**config.mk**
```make
export PLATFORM = sky130hd
export DESIGN_NAME = cfg_life_seq
export DESIGN_NICKNAME = d
export VERILOG_FILES = /design/src/rtl/cfg_seq_pkg.sv /design/src/rtl/cfg_clear_timer.sv /design/src/rtl/cfg_bit_counter.sv /design/src/rtl/cfg_surplus_fwd.sv /design/src/rtl/cfg_life_seq.sv
export SDC_FILE = /design/constraint.sdc
export NUM_CORES = 1
export LEC_CHECK = 0
export BUFFER_PORTS_ARGS = -buffer_cell sky130_fd_sc_hd__buf_4
export CORE_ASPECT_RATIO = 0.9
export CORE_UTILIZATION = 40
export DETAILED_ROUTE_END_ITERATION = 7
export PLACE_DENSITY_LB_ADDON = 0.05
export REMOVE_ABC_BUFFERS = 1
export SLEW_MARGIN = 20
export SYNTH_ARGS = -nofsm -noshare
export SYNTH_HDL_FRONTEND = slang
export SYNTH_SLANG_ARGS = --single-unit
```
**constraint.sdc**
```tcl
create_clock -name clk -period 6 [get_ports clk]
set_clock_uncertainty 0.1 [all_clocks]
set_input_delay 1.2 -clock clk [delete_from_list [all_inputs] [get_ports clk]]
set_output_delay 1.2 -clock clk [all_outputs]
set_load 0.05 [all_outputs]
```
**src/rtl/cfg_seq_pkg.sv**
```systemverilog
package cfg_seq_pkg;

  typedef enum logic [2:0] {
    PH_CLEAR,
    PH_HOLD,
    PH_LOAD,
    PH_GRESET,
    PH_DONE,
    PH_OUTON,
    PH_RUN
  } phase_t;

  localparam logic [2:0] MD_MSER  = 3'b000;
  localparam logic [2:0] MD_SSER  = 3'b111;
  localparam logic [2:0] MD_MBYTE = 3'b011;
  localparam logic [2:0] MD_SBYTE = 3'b110;
  localparam logic [2:0] MD_SCAN  = 3'b101;

  // bits carried per accepted beat; zero marks an unusable code
  function automatic logic [3:0] beat_bits(input logic [2:0] m);
    case (m)
      MD_MSER, MD_SSER, MD_SCAN: beat_bits = 4'd1;
      MD_MBYTE, MD_SBYTE:        beat_bits = 4'd8;
      default:                   beat_bits = 4'd0;
    endcase
  endfunction

  function automatic logic passes_surplus(input logic [2:0] m);
    passes_surplus = (m == MD_MSER) || (m == MD_SSER);
  endfunction

  function automatic logic drives_clock(input logic [2:0] m);
    drives_clock = (m == MD_MSER) || (m == MD_MBYTE);
  endfunction

endpackage

```
**src/rtl/cfg_clear_timer.sv**
```systemverilog
module cfg_clear_timer #(
  parameter int CYCLES = 16
) (
  input  logic clk,
  input  logic rst_n,
  input  logic clr,
  input  logic run,
  output logic expired
);
  localparam int TW = $clog2(CYCLES + 1);

  logic [TW-1:0] cnt;

  always_ff @(posedge clk or negedge rst_n) begin
    if (!rst_n)          cnt <= '0;
    else if (clr || !run) cnt <= '0;
    else                 cnt <= cnt + 1'b1;
  end

  assign expired = run && (cnt == TW'(CYCLES - 1));
endmodule

```
**src/rtl/cfg_bit_counter.sv**
```systemverilog
module cfg_bit_counter #(
  parameter int TOTAL_BITS = 200
) (
  input  logic       clk,
  input  logic       rst_n,
  input  logic       clr,
  input  logic       step,
  input  logic [3:0] width,
  output logic       complete
);
  localparam int CW = $clog2(TOTAL_BITS + 9);

  logic [CW-1:0] cnt;

  always_ff @(posedge clk or negedge rst_n) begin
    if (!rst_n)    cnt <= '0;
    else if (clr)  cnt <= '0;
    else if (step) cnt <= cnt + CW'(width);
  end

  assign complete = (cnt >= CW'(TOTAL_BITS));
endmodule

```
**src/rtl/cfg_surplus_fwd.sv**
```systemverilog
module cfg_surplus_fwd (
  input  logic clk,
  input  logic rst_n,
  input  logic take,
  input  logic bit_in,
  output logic thru_valid,
  output logic thru_bit
);
  always_ff @(posedge clk or negedge rst_n) begin
    if (!rst_n) begin
      thru_valid <= 1'b0;
      thru_bit   <= 1'b0;
    end else begin
      thru_valid <= take;
      if (take) thru_bit <= bit_in;
    end
  end
endmodule

```
**src/rtl/cfg_life_seq.sv**
```systemverilog
module cfg_life_seq
  import cfg_seq_pkg::*;
#(
  parameter int CLEAR_CYCLES = 16,
  parameter int TOTAL_BITS   = 200
) (
  input  logic       clk,
  input  logic       rst_n,
  input  logic       restart,
  input  logic       init_in,
  input  logic [2:0] mode_pins,
  input  logic       s_valid,
  output logic       s_ready,
  input  logic       s_data0,
  input  logic       sync_start,
  input  logic       ext_done_in,
  output logic       init_drive_low,
  output logic       gsr_pulse,
  output logic       done,
  output logic       gts_hold,
  output logic       gwe_hold,
  output logic       thru_valid,
  output logic       thru_bit,
  output logic       cclk_drive
);

  phase_t     phase, phase_nxt;
  logic [2:0] lat_mode;
  logic [3:0] width;
  logic       clr_expired;
  logic       load_complete;
  logic       take;
  logic       release_ok;
  logic       in_load;
  logic       after_load;

  // the clear timer restarts on any restart request, even inside the clear phase
  cfg_clear_timer #(.CYCLES(CLEAR_CYCLES)) u_timer (
    .clk     (clk),
    .rst_n   (rst_n),
    .clr     (restart),
    .run     (phase == PH_CLEAR),
    .expired (clr_expired)
  );

  cfg_bit_counter #(.TOTAL_BITS(TOTAL_BITS)) u_count (
    .clk      (clk),
    .rst_n    (rst_n),
    .clr      (phase == PH_CLEAR),
    .step     (take && in_load),
    .width    (width),
    .complete (load_complete)
  );

  cfg_surplus_fwd u_fwd (
    .clk        (clk),
    .rst_n      (rst_n),
    .take       (take && after_load),
    .bit_in     (s_data0),
    .thru_valid (thru_valid),
    .thru_bit   (thru_bit)
  );

  assign width      = beat_bits(lat_mode);
  assign release_ok = !sync_start || ext_done_in;
  assign in_load    = (phase == PH_LOAD);
  assign after_load = (phase == PH_GRESET) || (phase == PH_DONE) ||
                      (phase == PH_OUTON)  || (phase == PH_RUN);

  always_comb begin
    phase_nxt = phase;
    unique case (phase)
      PH_CLEAR:  if (clr_expired)   phase_nxt = PH_HOLD;
      PH_HOLD:   if (init_in)       phase_nxt = PH_LOAD;
      PH_LOAD:   if (load_complete) phase_nxt = PH_GRESET;
      PH_GRESET:                    phase_nxt = PH_DONE;
      PH_DONE:   if (release_ok)    phase_nxt = PH_OUTON;
      PH_OUTON:  if (release_ok)    phase_nxt = PH_RUN;
      PH_RUN:                       phase_nxt = PH_RUN;
      default:                      phase_nxt = PH_CLEAR;
    endcase
    if (restart) phase_nxt = PH_CLEAR;
  end

  always_ff @(posedge clk or negedge rst_n) begin
    if (!rst_n) begin
      phase    <= PH_CLEAR;
      lat_mode <= MD_MSER;
    end else begin
      phase <= phase_nxt;
      if (phase == PH_HOLD && init_in && !restart) lat_mode <= mode_pins;
    end
  end

  // ready depends on phase, count, mode and restart only, never on s_valid
  always_comb begin
    if (restart)         s_ready = 1'b0;
    else if (in_load)    s_ready = !load_complete && (width != 4'd0);
    else if (after_load) s_ready = passes_surplus(lat_mode);
    else                 s_ready = 1'b0;
  end

  assign take           = s_valid && s_ready;
  assign init_drive_low = (phase == PH_CLEAR);
  assign gsr_pulse      = (phase == PH_GRESET);
  assign done           = (phase == PH_DONE) || (phase == PH_OUTON) || (phase == PH_RUN);
  assign gts_hold       = !((phase == PH_OUTON) || (phase == PH_RUN));
  assign gwe_hold       = (phase != PH_RUN);
  assign cclk_drive     = drives_clock(mode_pins);

endmodule

```
* Word-level counts from Yosys, hierarchy flattened
Index checks and enable logic that the tools add are counted.
** Storage, ports and cells
- Flip-flop bits (word level) :: 21
- Input port bits :: 11
- Output and inout bits :: 9
- Logic and storage cells :: 71
** Cells by class
- Add/sub/neg operators :: 2
- Magnitude comparators :: 1
- Equal/unequal tests :: 18
- Mux-type cells :: 14
- Reduce and logical (&&, ||, !) cells :: 30
** Operator list (count)
- 3-bit case mux with 7 select lines :: 1
- 3-bit equality test (second input constant) :: 6
- 3-bit two-way mux :: 6
- 3-bit inequality test (second input constant) :: 6
- 8-bit two-way mux :: 2
- 3-bit by 2-bit equality test with 1-bit output (second input constant) :: 4
- 1-bit logical OR :: 10
- 3-bit logical NOT :: 3
- 8-bit by 4-bit adder with 8-bit output :: 1
- 8-bit greater-or-equal comparator (second input constant) :: 1
- 4-bit case mux with 2 select lines :: 1
- 1-bit logical AND :: 7
- 5-bit by 1-bit adder with 5-bit output (second input constant) :: 1
- 5-bit by 4-bit equality test with 1-bit output (second input constant) :: 1
- 1-bit logical NOT :: 5
- 5-bit two-way mux :: 1
- 5-bit AND reduction :: 1
- 4-bit nonzero test :: 1
- 3-bit by 1-bit equality test with 1-bit output (second input constant) :: 1
- 1-bit two-way mux :: 3
- 3-bit OR reduction :: 1
- 2-bit nonzero test :: 1
- 2-bit OR reduction :: 1

* Logic depth before layout (Yosys ltp)
Gate-level depths: netlist of run 1.
- Depth after elaboration :: 11
- Mapped depth :: 9

* Modules after synthesis
Synthesis of run 1 repeated with hierarchy kept, for this count alone.
** Second synthesis, totals
- Cells, all modules :: 139
- Area total of the unflattened synthesis :: 1310.0 um^2
** By module, submodules not included
- cfg_bit_counter :: times used 1, cells an instance 57, area each 554.3 um^2, sequential area each 200.2 um^2
- cfg_life_seq :: times used 1, cells an instance 58, area each 456.7 um^2, sequential area each 150.1 um^2
- cfg_clear_timer :: times used 1, cells an instance 21, area each 234.0 um^2, sequential area each 125.1 um^2
- cfg_surplus_fwd :: times used 1, cells an instance 3, area each 65.1 um^2, sequential area each 50.0 um^2

* Worst setup path after synthesis of run 1
OpenSTA, ideal clock, no wires.
- Kind :: register to output
- Start :: register phase[2]
- End :: output port s_ready
- Arrival :: 2.981 ns
- Data required time :: 4.700 ns
- Path slack :: 1.719 ns
- Cell stages (with the launch flop) :: 6
- Cell sequence :: dfrtp_1 > buf_4 > a21boi_1 > nor2_1 > a2bb2oi_1 > a211oi_1
** On the way
- Word-level cells in the longest chain between the ends :: 7
- Elaborated cells between the ends (all ways) :: 11
- Classes of those cells :: eq/ne (5); mux (3); reduce/logical (3)
** Ends and longest elaborated chain
- start: declaration :: RTL line cfg_life_seq.sv:27 : phase_t phase, phase_nxt;
- start signal: assignment :: RTL line cfg_life_seq.sv:90 : phase <= phase_nxt;
- 3-bit by 2-bit equality test with 1-bit output / 3-bit equality test (equally long branches) :: RTL line cfg_life_seq.sv:67 : assign after_load = (phase == PH_GRESET) || (phase == PH_DONE) ||
- 1-bit logical OR (2 in a row) :: RTL line cfg_life_seq.sv:67
- 1-bit logical OR :: RTL line cfg_life_seq.sv:68 : (phase == PH_OUTON) || (phase == PH_RUN);
- 1-bit two-way mux :: RTL line cfg_life_seq.sv:99 : else if (after_load) s_ready = passes_surplus(lat_mode);
- 1-bit two-way mux * :: RTL line cfg_life_seq.sv:98 : else if (in_load) s_ready = !load_complete && (width != 4'd0);
- 1-bit two-way mux * :: RTL line cfg_life_seq.sv:97 : if (restart) s_ready = 1'b0;
- end: declaration :: RTL line cfg_life_seq.sv:13 : output logic s_ready,
Mark *: on every way between the ends. The rest lies on a longest branch, timed or not.

* Worst setup path after layout of run 1
Same ends and word-level chain as after synthesis.

==> impl_metrics.json, run 1 <==
{
  "coreArea_um2": 3043,
  "max_freq_mhz": 310.1,
  "power_density_nw_per_um2": 176.1,
  "final_layout_size_suffix_gt1_frac": 0.2786,
  "cts_resized": 0,
  "drt-total-wl_um": 2404,
  "cts_root_buffer": "clkbuf_4",
  "fin_area_um2": 1466,
  "die_x_um": 61.45,
  "worst_slack_ps": 2776,
  "die_area_um2": 3411,
  "ys_seq_area_frac": 0.4130,
  "fin_nets": 157,
  "fin_crit_ps": 3224,
  "finalCritPeriodShare": 0.5374,
  "grt_pass1_wl_um": 4271,
  "via_count": 962,
  "end_kind": "output pin",
  "cts_buffer_depth": 2,
  "tightest_slew_ps": 594.0,
  "cts_setup_buffers": 0,
  "rrSetupSlack_ps": 3710,
  "reg2reg_to": "u_count.cnt[6]",
  "placed_cells": 178,
  "timing.rr.start": "lat_mode[0]",
  "yosysWarnings": 0,
  "crit_fanout": 11,
  "dpl_cell_area_um2": 1436,
  "cp.required_ps": 4700,
  "yosys.area.top_type": "dfrtp_1",
  "max-cap-violations": 0,
  "min_path_type": "flop to flop",
  "drv_slew": 0,
  "clk_pin_slew_ps": 130,
  "rsz0062_at_grt": "false",
  "htreeDepth": 1,
  "antenna_found_initial": 0,
  "crit_type": "flop to output pin",
  "fin_tns_setup_ps": 0,
  "viasPerCell": 5.286,
  "grt_pass1_vias": 904,
  "grt.overflow.total": 0,
  "antenna_cells": 0,
  "ioPinCount": 20,
  "ys_types": 52,
  "worstSetupEndpoint": "s_ready",
  "synth-seq-cells": 21,
  "p_leak_nw": 0.6468,
  "synth_area_leaders": "dfrtp_1 (41%), ha_1 (4.9%), nand3_1 (2.8%)",
  "hpwl_um": 1737,
  "gr-usage-all-layers": 0.1649,
  "synth_edf_count": 0,
  "fin_util": 0.4819,
  "syn_area_um2": 1272,
  "dr.pass1.iters": 4,
  "initial_core_util": 0.4182,
  "fp-row-count": 19,
  "synthFlopType": "dfrtp_1",
  "final_common_cell": "dfrtp_1",
  "cts_buffers": 3,
  "routedWlPerCell_um": 13.21,
  "area_delta_synth_final_pct": 15.24,
  "drc": 0,
  "grt_max_degree": 22,
  "fin_total_pwr_mw": 0.2583,
  "mostFrequentLayoutCells": "dfrtp_1 (21), buf_4 (19), nor2_1 (8)",
  "finalHoldViolations": 0,
  "hold_slack_ps": 376.7,
  "clkSinkCount": 21,
  "critPathLaunch": "phase[2]",
  "port_buffers": 19,
  "antenna_left": 0,
  "gp_congestion": 0.7572,
  "fin_cells": 182,
  "setup_viol": 0,
  "clk_latency_ps": 310,
  "yosys.area.top_type_share": 0.4130,
  "die_h_um": 55.51,
  "critPathLaunchType": "flop",
  "worst_r2r_path_depth": 8,
  "first_iter_violations": 35,
  "slew_headroom": 0.6006,
  "outcome": "completed",
  "cp.arrival_ps": 1920,
  "async_reset_ff_frac": 1.000,
  "tritoncts": "built",
  "dp_slack_ps": 2931,
  "ir_drop_mv": 0.1202,
  "syn_avg_cell_area_um2": 10.35,
  "netlist_instances": 123,
  "holdBufCountCts": 0
}
[final cells by class]
cell class / count / area, µm²
Sequential cell: 21 / 525.5
Multi-Input combinational cell: 90 / 693.2
Fill cell: 320 / 1577
Clock buffer: 3 / 22.52
Timing Repair Buffer: 19 / 142.6
Inverter: 6 / 22.52
Tap cell: 42 / 52.55
Clock inverter: 1 / 7.507
[report_power, final]
part           switching (mW)  internal, mW
Clock                  0.0459        0.0254
Sequential            0.00570         0.145
Combinational          0.0204        0.0155
Total                  0.0720         0.186
[critical path, stage by stage, from the launching register on]
cell and delay [ps]:
dfrtp_1 580, and3b_2 260, nor2_1 280, a2bb2oi_1 220, a211oi_1 70, buf_4 210
[routing by layer]
layer | part of all wire | routed length (µm) | global-route usage
met1 | 0.49 | 1178 | 0.2410
met2 | 0.47 | 1129 | 0.2438
met3 | 0.032 | 77 | 0.04215
met4 | 0.0075 | 18 | 0.03810
met5 | 0 | 0 | 0
[Yosys cell counts (2+ instances only)]
cell type,number
nand2_1,5
nor2_1,8
a21oi_1,6
a31oi_1,2
nor3_1,4
o31ai_1,2
inv_1,5
o21ai_0,3
dfrtp_1,21
nor2b_1,2
xor2_1,3
nand2b_1,3
mux2i_1,3
mux2_2,2
ha_1,5
a21o_1,2
nand3b_1,2
xnor2_1,2
nand3_1,7
clkbuf_1,3
buf_4,2
[worst min path at each step]
stage | start | end | slack, ps | cells after the start
global route | u_timer.cnt[0] | u_timer.cnt[0] | 400 | 1
floorplan | u_timer.cnt[0] | u_timer.cnt[0] | 330 | 1
finish | u_timer.cnt[0] | u_timer.cnt[0] | 380 | 1
detailed placement | u_timer.cnt[0] | u_timer.cnt[0] | 360 | 1
CTS | u_timer.cnt[0] | u_timer.cnt[0] | 380 | 1
global placement | u_timer.cnt[0] | u_timer.cnt[0] | 350 | 1
[cell families after synthesis]
logic type	synth area share
compound gates	0.1829
xor+xnor	0.03442
fa+ha+maj	0.04916
buf+inv	0.04227
flops	0.4130
mux	0.06194
simple gates	0.2163
[registers in the layout, indices dropped and copies added (netlist names)]
signal and cells:
u_fwd.thru_valid 1, lat_mode 3, phase 3, u_fwd.thru_bit 1, u_count.cnt 8, u_timer.cnt 5
(Power assumes the default switching activity.)
==> run 2: changes to the inputs <==
clock period = 2.87 ns   (was 6 ns; I/O delays follow)
==> impl_metrics.json, run 2 (synthesis results as in run 1) <==
{
  "cts_root_buffer": "clkbuf_4",
  "die_area_um2": 3411,
  "dpl_cell_area_um2": 1436,
  "htreeDepth": 1,
  "comb_power_share": 0.141,
  "max-cap-violations": 0,
  "clkSinkCount": 21,
  "rrSetupSlack_ps": 610,
  "critPathLaunchType": "flop",
  "slew_headroom": 0.5855,
  "cp.required_ps": 2200,
  "worst_slack_ps": 288.0,
  "p_sw_mw": 0.1447,
  "fin_crit_ps": 2582,
  "cts_resized": 0,
  "gr-usage-all-layers": 0.1720,
  "crit_fanout": 11,
  "cts_buffer_depth": 2,
  "clockPowerShare": 0.270,
  "routedWlPerCell_um": 13.38,
  "outcome": "completed",
  "ioPinCount": 20,
  "clk_pin_slew_ps": 120,
  "fin_area_um2": 1463,
  "grt.overflow.total": 0,
  "die_h_um": 55.51,
  "antenna_cells": 0,
  "setup_viol": 0,
  "cts_buffers": 3,
  "min_path_type": "primary input to asynchronous set/reset pin",
  "end_kind": "output pin",
  "antenna_found_initial": 0,
  "fin_cells": 182,
  "drc": 0,
  "dr.pass1.iters": 3,
  "coreArea_um2": 3043,
  "via_count": 945,
  "top_register": "u_count.cnt",
  "largest_reg_flops": 8,
  "first_iter_violations": 25,
  "p_leak_nw": 0.6478,
  "fin_nets": 157,
  "fill_cells": 311,
  "gp_congestion": 0.7276,
  "dp_slack_ps": 595.3,
  "rsz0062_at_grt": "false",
  "p_int_mw": 0.3905,
  "seqPwrFrac": 0.589,
  "hpwl_um": 1865,
  "grt_max_degree": 22,
  "netSwitchingFraction": 0.2704,
  "tightest_slew_ps": 616.6,
  "tritoncts": "built",
  "grt_pass1_vias": 968,
  "grt_pass1_wl_um": 4395,
  "initial_core_util": 0.4182,
  "placed_cells": 178,
  "die_x_um": 61.45,
  "port_buffers": 19,
  "fp-row-count": 19,
  "area_delta_synth_final_pct": 14.95,
  "drt-total-wl_um": 2435,
  "power_density_nw_per_um2": 366.0,
  "final_layout_size_suffix_gt1_frac": 0.2714,
  "cp.arrival_ps": 1910,
  "cts_setup_buffers": 0,
  "ir_drop_mv": 0.2365,
  "finalCritPeriodShare": 0.8997,
  "finalHoldViolations": 0,
  "holdBufCountCts": 0,
  "viasPerCell": 5.192,
  "mostFrequentLayoutCells": "dfrtp_1 (21), buf_4 (19), nor2_1 (8)",
  "drv_slew": 0,
  "final_common_cell": "dfrtp_1",
  "reg.largest.list": "u_count.cnt (8), u_timer.cnt (5)",
  "antenna_left": 0,
  "max_freq_mhz": 387.3,
  "clk_latency_ps": 300,
  "crit_type": "flop to output pin"
}
## run 2: cell count changes in the layout (fill, tap and decap cells not counted), sizes merged
| cell | before | now |
|---|---|---|
| clkinvlp | 1 | 0 |
| clkbuf | 3 | 4 |
## run 2: final timing paths
kind,start,endpoint,cells after the start
max,phase[2],s_ready,5
min,rst_n,u_count.cnt[0],1
max reg2reg,lat_mode[0],u_count.cnt[6],8
min reg2reg,u_timer.cnt[0],u_timer.cnt[0],1
max in group asynchronous,rst_n,u_count.cnt[5],1
min in group clk,u_timer.cnt[0],u_timer.cnt[0],1
## run 2: cell type report
cell class / count / area (µm²) / area share
inverters: 6 / 22.52 / 0.01540
repair buffers: 19 / 142.6 / 0.09752
multi-input cells: 90 / 693.2 / 0.4739
well taps: 42 / 52.55 / 0.03593
clock buffers: 4 / 26.28 / 0.01796
flip-flops and latches: 21 / 525.5 / 0.3593
## run 2: per-stage QoR
step / setup TNS [ps] / hold slack [ps] / utilization / total power [mW]
after CTS: 0 / 27.98 / 0.4807 / 0.5446
final: 0 / 32.16 / 0.4807 / 0.5353
after global routing: 0 / 25.75 / 0.4807 / 0.5677
after floorplan: -786.2 / 178.4 / - / 0.3648
after detailed placement: 0 / 366.6 / 0.4720 / 0.3979
after global placement: 0 / 348.6 / 0.4720 / 0.3959
## run 2: metal layers
metal,global-route usage,share of wire,wire (µm),vias to the layer above
met3,0.02108,0.032,77,4
li1,-,-,-,485
met1,0.2392,0.48,1180,440
met5,0,0,0,-
met2,0.2624,0.47,1139,16
met4,0.07937,0.015,36,0
## run 2: power groups by stage
stage          Combinational, mW  Sequential, mW  Clock [mW]
6_report                  0.0756           0.315       0.144
5_1_grt                   0.0841           0.318       0.166
4_1_cts                   0.0771           0.315       0.152
3_5_place_dp              0.0766           0.321           0
3_3_place_gp              0.0758           0.320           0
2_1_floorplan             0.0414           0.323           0
## run 2: critical path: stages (launching register included)
cell      delay (ps)
dfrtp_1          520
nor3b_4          370
a21o_1           160
nand2_1           50
a211oi_1         260
buf_4            240
